$ cat config.mk
export PLATFORM = sky130hd
export DESIGN_NAME = gpio_port_ctrl
export DESIGN_NICKNAME = d
export VERILOG_FILES = /design/src/rtl/gpio_pkg.sv /design/src/rtl/gpio_addr_decode.sv /design/src/rtl/gpio_in_sync.sv /design/src/rtl/gpio_bank.sv /design/src/rtl/gpio_port_ctrl.sv
export SDC_FILE = /design/constraint.sdc
export NUM_CORES = 1
export LEC_CHECK = 0
export BUFFER_PORTS_ARGS = -buffer_cell sky130_fd_sc_hd__buf_2
export CAP_MARGIN = 0
export CORE_AREA = 2 2 138 240
export DETAILED_ROUTE_END_ITERATION = 6
export DIE_AREA = 0 0 140 242
export GPL_ROUTABILITY_DRIVEN = 0
export PLACE_DENSITY_LB_ADDON = 0.1
export SLEW_MARGIN = 30
export SYNTH_ARGS = -nofsm -noshare
export SYNTH_HDL_FRONTEND = slang
export SYNTH_SLANG_ARGS = --single-unit
$ cat constraint.sdc
create_clock -name clk -period 3 [get_ports clk]
set_input_delay 0.45 -clock clk [delete_from_list [all_inputs] [get_ports clk]]
set_output_delay 0.45 -clock clk [all_outputs]
set_load 0.02 [all_outputs]
$ cat src/rtl/gpio_pkg.sv
package gpio_pkg;

    localparam int PORT_W = 16;

    typedef enum logic [3:0] {
        K_NONE,
        K_OUT,
        K_OUTM,
        K_PIN,
        K_DIR,
        K_MODE,
        K_DIRM,
        K_MODEM,
        K_IBE
    } reg_kind_e;

    typedef struct packed {
        logic [PORT_W-1:0] dout;
        logic [PORT_W-1:0] dir;
        logic [PORT_W-1:0] mode;
        logic [PORT_W-1:0] ibe;
    } bank_regs_t;

    function automatic logic [PORT_W-1:0] masked_merge(
        input logic [PORT_W-1:0] cur,
        input logic [2*PORT_W-1:0] wd
    );
        logic [PORT_W-1:0] en;
        en = wd[2*PORT_W-1:PORT_W];
        return (cur & ~en) | (wd[PORT_W-1:0] & en);
    endfunction

endpackage

$ cat src/rtl/gpio_addr_decode.sv
module gpio_addr_decode
    import gpio_pkg::*;
#(
    parameter int ADDR_W    = 15,
    parameter int NUM_BANKS = 3
) (
    input  logic [ADDR_W-1:0] addr,
    output reg_kind_e         kind,
    output logic [1:0]        bank,
    output logic              hit
);

    int unsigned grp;
    logic        fmt_ok;
    reg_kind_e   kind_raw;

    always_comb begin
        grp    = 32'(addr[ADDR_W-1:8]);
        fmt_ok = (addr[7:4] == 4'h0) && (addr[1:0] == 2'b00)
                 && (32'(addr[3:2]) < NUM_BANKS);
        case (grp)
            32'h00:  kind_raw = K_OUT;
            32'h01:  kind_raw = K_OUTM;
            32'h02:  kind_raw = K_PIN;
            32'h03:  kind_raw = K_DIR;
            32'h04:  kind_raw = K_MODE;
            32'h08:  kind_raw = K_DIRM;
            32'h09:  kind_raw = K_MODEM;
            32'h40:  kind_raw = K_IBE;
            default: kind_raw = K_NONE;
        endcase
        kind = fmt_ok ? kind_raw : K_NONE;
        hit  = (kind != K_NONE);
        bank = addr[3:2];
    end

endmodule

$ cat src/rtl/gpio_in_sync.sv
module gpio_in_sync #(
    parameter int WIDTH = 16
) (
    input  logic             clk,
    input  logic             rst_n,
    input  logic [WIDTH-1:0] din,
    output logic [WIDTH-1:0] dout
);

    typedef struct packed {
        logic [WIDTH-1:0] s1;
        logic [WIDTH-1:0] s2;
    } sync_t;

    sync_t st_d, st_q;

    always_comb begin
        st_d.s1 = din;
        st_d.s2 = st_q.s1;
    end

    always_ff @(posedge clk or negedge rst_n) begin
        if (!rst_n) st_q <= '0;
        else        st_q <= st_d;
    end

    assign dout = st_q.s2;

endmodule

$ cat src/rtl/gpio_bank.sv
module gpio_bank
    import gpio_pkg::*;
(
    input  logic                clk,
    input  logic                rst_n,
    input  logic                wr_en,
    input  reg_kind_e           kind,
    input  logic [2*PORT_W-1:0] wdata,
    input  logic [PORT_W-1:0]   pin_lvl,
    output logic [PORT_W-1:0]   rd_val,
    output logic [PORT_W-1:0]   pin_out,
    output logic [PORT_W-1:0]   pin_oe
);

    localparam bank_regs_t RESET_VAL = '{
        dout: '0,
        dir:  '1,
        mode: '0,
        ibe:  '0
    };

    bank_regs_t regs_d, regs_q;

    always_comb begin
        regs_d = regs_q;
        if (wr_en) begin
            case (kind)
                K_OUT:   regs_d.dout = wdata[PORT_W-1:0];
                K_OUTM:  regs_d.dout = masked_merge(regs_q.dout, wdata);
                K_DIR:   regs_d.dir  = wdata[PORT_W-1:0];
                K_DIRM:  regs_d.dir  = masked_merge(regs_q.dir, wdata);
                K_MODE:  regs_d.mode = wdata[PORT_W-1:0];
                K_MODEM: regs_d.mode = masked_merge(regs_q.mode, wdata);
                K_IBE:   regs_d.ibe  = wdata[PORT_W-1:0];
                default: regs_d = regs_q;
            endcase
        end
    end

    always_ff @(posedge clk or negedge rst_n) begin
        if (!rst_n) regs_q <= RESET_VAL;
        else        regs_q <= regs_d;
    end

    always_comb begin
        case (kind)
            K_OUT, K_OUTM:   rd_val = regs_q.dout;
            K_DIR, K_DIRM:   rd_val = regs_q.dir;
            K_MODE, K_MODEM: rd_val = regs_q.mode;
            K_IBE:           rd_val = regs_q.ibe;
            K_PIN:           rd_val = pin_lvl & regs_q.ibe;
            default:         rd_val = '0;
        endcase
    end

    assign pin_out = regs_q.dout;
    assign pin_oe  = ~regs_q.dir & ~regs_q.mode;

endmodule

$ cat src/rtl/gpio_port_ctrl.sv
module gpio_port_ctrl
    import gpio_pkg::*;
#(
    parameter int ADDR_W    = 15,
    parameter int NUM_BANKS = 3
) (
    input  logic                        clk,
    input  logic                        rst_n,
    input  logic                        bus_sel,
    input  logic                        bus_wr,
    input  logic [ADDR_W-1:0]           bus_addr,
    input  logic [31:0]                 bus_wdata,
    output logic [31:0]                 bus_rdata,
    input  logic [NUM_BANKS*PORT_W-1:0] pin_in,
    output logic [NUM_BANKS*PORT_W-1:0] pin_out,
    output logic [NUM_BANKS*PORT_W-1:0] pin_oe
);

    localparam int TOTAL_PINS = NUM_BANKS * PORT_W;

    reg_kind_e              kind;
    logic [1:0]             bank;
    logic                   hit;
    logic [TOTAL_PINS-1:0]  pin_sync;
    logic [PORT_W-1:0]      rd_val [NUM_BANKS];

    gpio_addr_decode #(
        .ADDR_W    (ADDR_W),
        .NUM_BANKS (NUM_BANKS)
    ) u_dec (
        .addr (bus_addr),
        .kind (kind),
        .bank (bank),
        .hit  (hit)
    );

    gpio_in_sync #(
        .WIDTH (TOTAL_PINS)
    ) u_sync (
        .clk   (clk),
        .rst_n (rst_n),
        .din   (pin_in),
        .dout  (pin_sync)
    );

    for (genvar b = 0; b < NUM_BANKS; b++) begin : g_bank
        logic we;
        assign we = bus_sel && bus_wr && hit && (32'(bank) == b);

        gpio_bank u_bank (
            .clk     (clk),
            .rst_n   (rst_n),
            .wr_en   (we),
            .kind    (kind),
            .wdata   (bus_wdata),
            .pin_lvl (pin_sync[b*PORT_W +: PORT_W]),
            .rd_val  (rd_val[b]),
            .pin_out (pin_out[b*PORT_W +: PORT_W]),
            .pin_oe  (pin_oe[b*PORT_W +: PORT_W])
        );
    end

    always_comb begin
        bus_rdata = '0;
        for (int b = 0; b < NUM_BANKS; b++) begin
            if (bus_sel && !bus_wr && hit && (32'(bank) == b))
                bus_rdata = {16'h0000, rd_val[b]};
        end
    end

endmodule

==> results.yml <==
run_status:
  status: "finished, violations left"
  failed_checks: "design-rule violations"
routing:
  viasPerCell: 6.21
  drt-pass1-iter-count: 7
  wl_per_cell_um: 26.8
  num_vias: 11796
  antenna_left: 0
  first_iter_violations: 934
  routed_wl_mm: 50.9
  remaining_drc_errors: 16
sta:
  min_period_ps: 2980
  slew_headroom_pct: 64.6
  fin_skew_ps: 7.89
  rsz0062_at_grt: "no"
  finalSetupTns_ps: 0
  worst_slew_pin_slew_ps: 531
  setup_viol: 0
  fmax_ghz: 0.336
  slew_violations: 0
  fin_crit_sh_pct: 99.2
  finalHoldViolCount: 0
critical_path:
  crit_top_cell: "buf_2"
  cp_top_family: "buffers and inverters"
  r2r_slack_ps: 2130
  crit_arrival_ps: 2530
  endpoint_kind: "output port"
  path_depth: 9
  cp_max_fo: 23
  worstSetupStartpointType: "input port"
  endpoint: "bus_rdata[6]"
  crit_buf_inv: 4
  crit_start: "bus_addr[11]"
  cp_slowest_stage_delay_ps: 450
  crit_type: "in -> out"
  worst_r2r_path_depth: 1
  path_cells: "buf_2 > nor4b_2 > buf_4 > and4_1 > buf_12 > and3_1 > o31ai_1 > o221ai_1 > buf_2"
  worst_ep_required_time_ps: 2550
  critPathSlowestCell: "o31ai_1"
cells_and_area:
  nets: 1577
  fillerInstances: 2871
  multi_input_area_mm2: 0.00601
  antenna_cells: 0
  drive_above_1_share_pct: 38.0
  final_cell_mix: "240 x dfrtp_1, 209 x buf_2, 144 x mux2_2"
  final-seq-area_mm2: 0.00727
  syn_to_final_growth_pct: 22.5
  final_common_cell: "dfrtp_1"
clocking:
  clk-insertion-delay-late_ps: 570
  cts_setup_buffers: 0
  cts_sinks: 288
  clockBufferDepth: 3
  cts_tree: "done"
  clk_pin_slew_worst_paths_ps: 60
  cts_buffers: 28
  clock-root-buffer: "clkbuf_16"
  htreeDepth: 1
placed_design:
  numPortBuffers: 210
  dp_hpwl_mm: 35.4
power_and_ir_drop:
  ir_worst_vdd_mv: 0.423
  p_per_area_mw_per_mm2: 474
  p_leak_nw: 8.03
  finalPower_mw: 8.22
die:
  die_w_um: 140
  ios: 227
  die_h_um: 242
  start_util_pct: 44.1
  core_mm2: 0.0321
  dieArea_mm2: 0.0339
  fp-row-count: 87
global_routing:
  grt_max_degree: 81
  grt_pass1_wl_mm: 75.8
  grt_pass1_vias: 12137
  grt_usage_pct: 29.7
  grt_overflow: 0
  antenna_found_initial: 2
synthesis:
  syn_inst: 1250
  synth_area_mm2: 0.0141
  synthTopCellsByArea: "dfrtp_1 42%, mux2_2 11%, dfstp_2 8.9%"
  yosysWarnings: 0
  ys_types: 47
  yosysTopAreaCellShare_pct: 42.4
  synth_edf_count: 0
  synth_area_leader_cell: "dfrtp_1"
  synth_seq_cells: 288
  ys_seq_area_share_pct: 51.4
  async_reset_ff_share_pct: 100
  ys.flop_type: "dfrtp_1"
  synth.avg_cell_area_um2: 11.3
flow_run:
  max_cap_violations: 0
hold_path:
  hold_class: "in -> reg"
power by group:
group          switching (mW)  leakage [nW]  total (mW)  internal (mW)
clock network            1.55         0.482        3.75           2.20
registers              0.0276          3.63        3.98           3.95
logic                   0.336          3.92       0.490          0.154
synthesized netlist by cell type, types with 3 or more instances:
| master | count |
|---|---|
| nor4b_1 | 33 |
| nor2_2 | 4 |
| dfstp_2 | 48 |
| a211oi_1 | 6 |
| a311oi_1 | 16 |
| nand4b_1 | 34 |
| buf_2 | 21 |
| buf_1 | 3 |
| o21ai_0 | 116 |
| nor3b_1 | 8 |
| nor2_1 | 120 |
| o21ai_1 | 26 |
| nand2b_1 | 3 |
| nand2_1 | 4 |
| a32o_1 | 16 |
| nand3_2 | 4 |
| and3_1 | 49 |
| dfrtp_1 | 240 |
| mux2_2 | 144 |
| o31ai_1 | 16 |
| inv_1 | 16 |
| mux2_1 | 48 |
| a211oi_2 | 3 |
| nand4_1 | 37 |
| buf_4 | 67 |
| nor3_2 | 4 |
| clkbuf_1 | 78 |
| nand3_1 | 3 |
| a221oi_1 | 11 |
| o221ai_1 | 48 |
| nor3_1 | 3 |
layer usage:
layer | global-route usage (%) | vias to the layer above | part of all wire, %
met1 | 34.2 | 5893 | 36
met5 | 0 | - | 0.022
met2 | 51.9 | 646 | 51
met3 | 3.85 | 212 | 6.5
met4 | 18.5 | 2 | 7.0
li1 | - | 5043 | -
through the flow:
stage          utilization (%)  hold WS, ps  worst slack (ps)  std cells  instance area, µm²
3_5_place_dp              49.4          335              55.2       1799               15800
3_3_place_gp              49.4          331              55.4       1799               15800
4_1_cts                   53.9          278              34.9       1900               17300
2_1_floorplan                -          154               205       1265               14200
6_report                  54.0          305              23.0       1900               17300
5_1_grt                   54.0          319              2.07       1900               17300
cell type report:
cell class	count	share of cell area [%]
well taps	400	2.89
clock inverters	10	0.780
inverters	16	0.347
multi-input cells	790	34.7
repair buffers	354	14.5
flip-flops and latches	288	41.9
clock buffers	42	4.87
what timing repair did:
item	4_1_cts	5_1_grt
hold buffers	49	0
endpoints found under the setup margin	0	2
hold endpoints to repair	103	0
resized for setup	0	2
logic make-up after synthesis:
logic type,synth area share [%]
simple gates,14.0
flops,51.4
compound gates,12.3
mux,15.3
buf+inv,7.03
other cells,0.0265
worst min-delay path by stage:
stage | from | endpoint | slack (ps) | cells after the start
detailed placement | u_sync.st_d[41]$_DFF_PN0_ | u_sync.dout[41]$_DFF_PN0_ | 330 | 0
floorplan | rst_n | async pin | 150 | 0
global placement | u_sync.st_d[10]$_DFF_PN0_ | u_sync.dout[10]$_DFF_PN0_ | 330 | 0
CTS | bus_wdata[7] | g_bank[2].u_bank.regs_q[7]$_DFFE_PN0P_ | 280 | 2
global route | bus_wdata[7] | flip-flop | 320 | 2
finish | bus_wdata[14] | flip-flop | 300 | 2
Note: power is estimated with default switching activity, not from simulation.
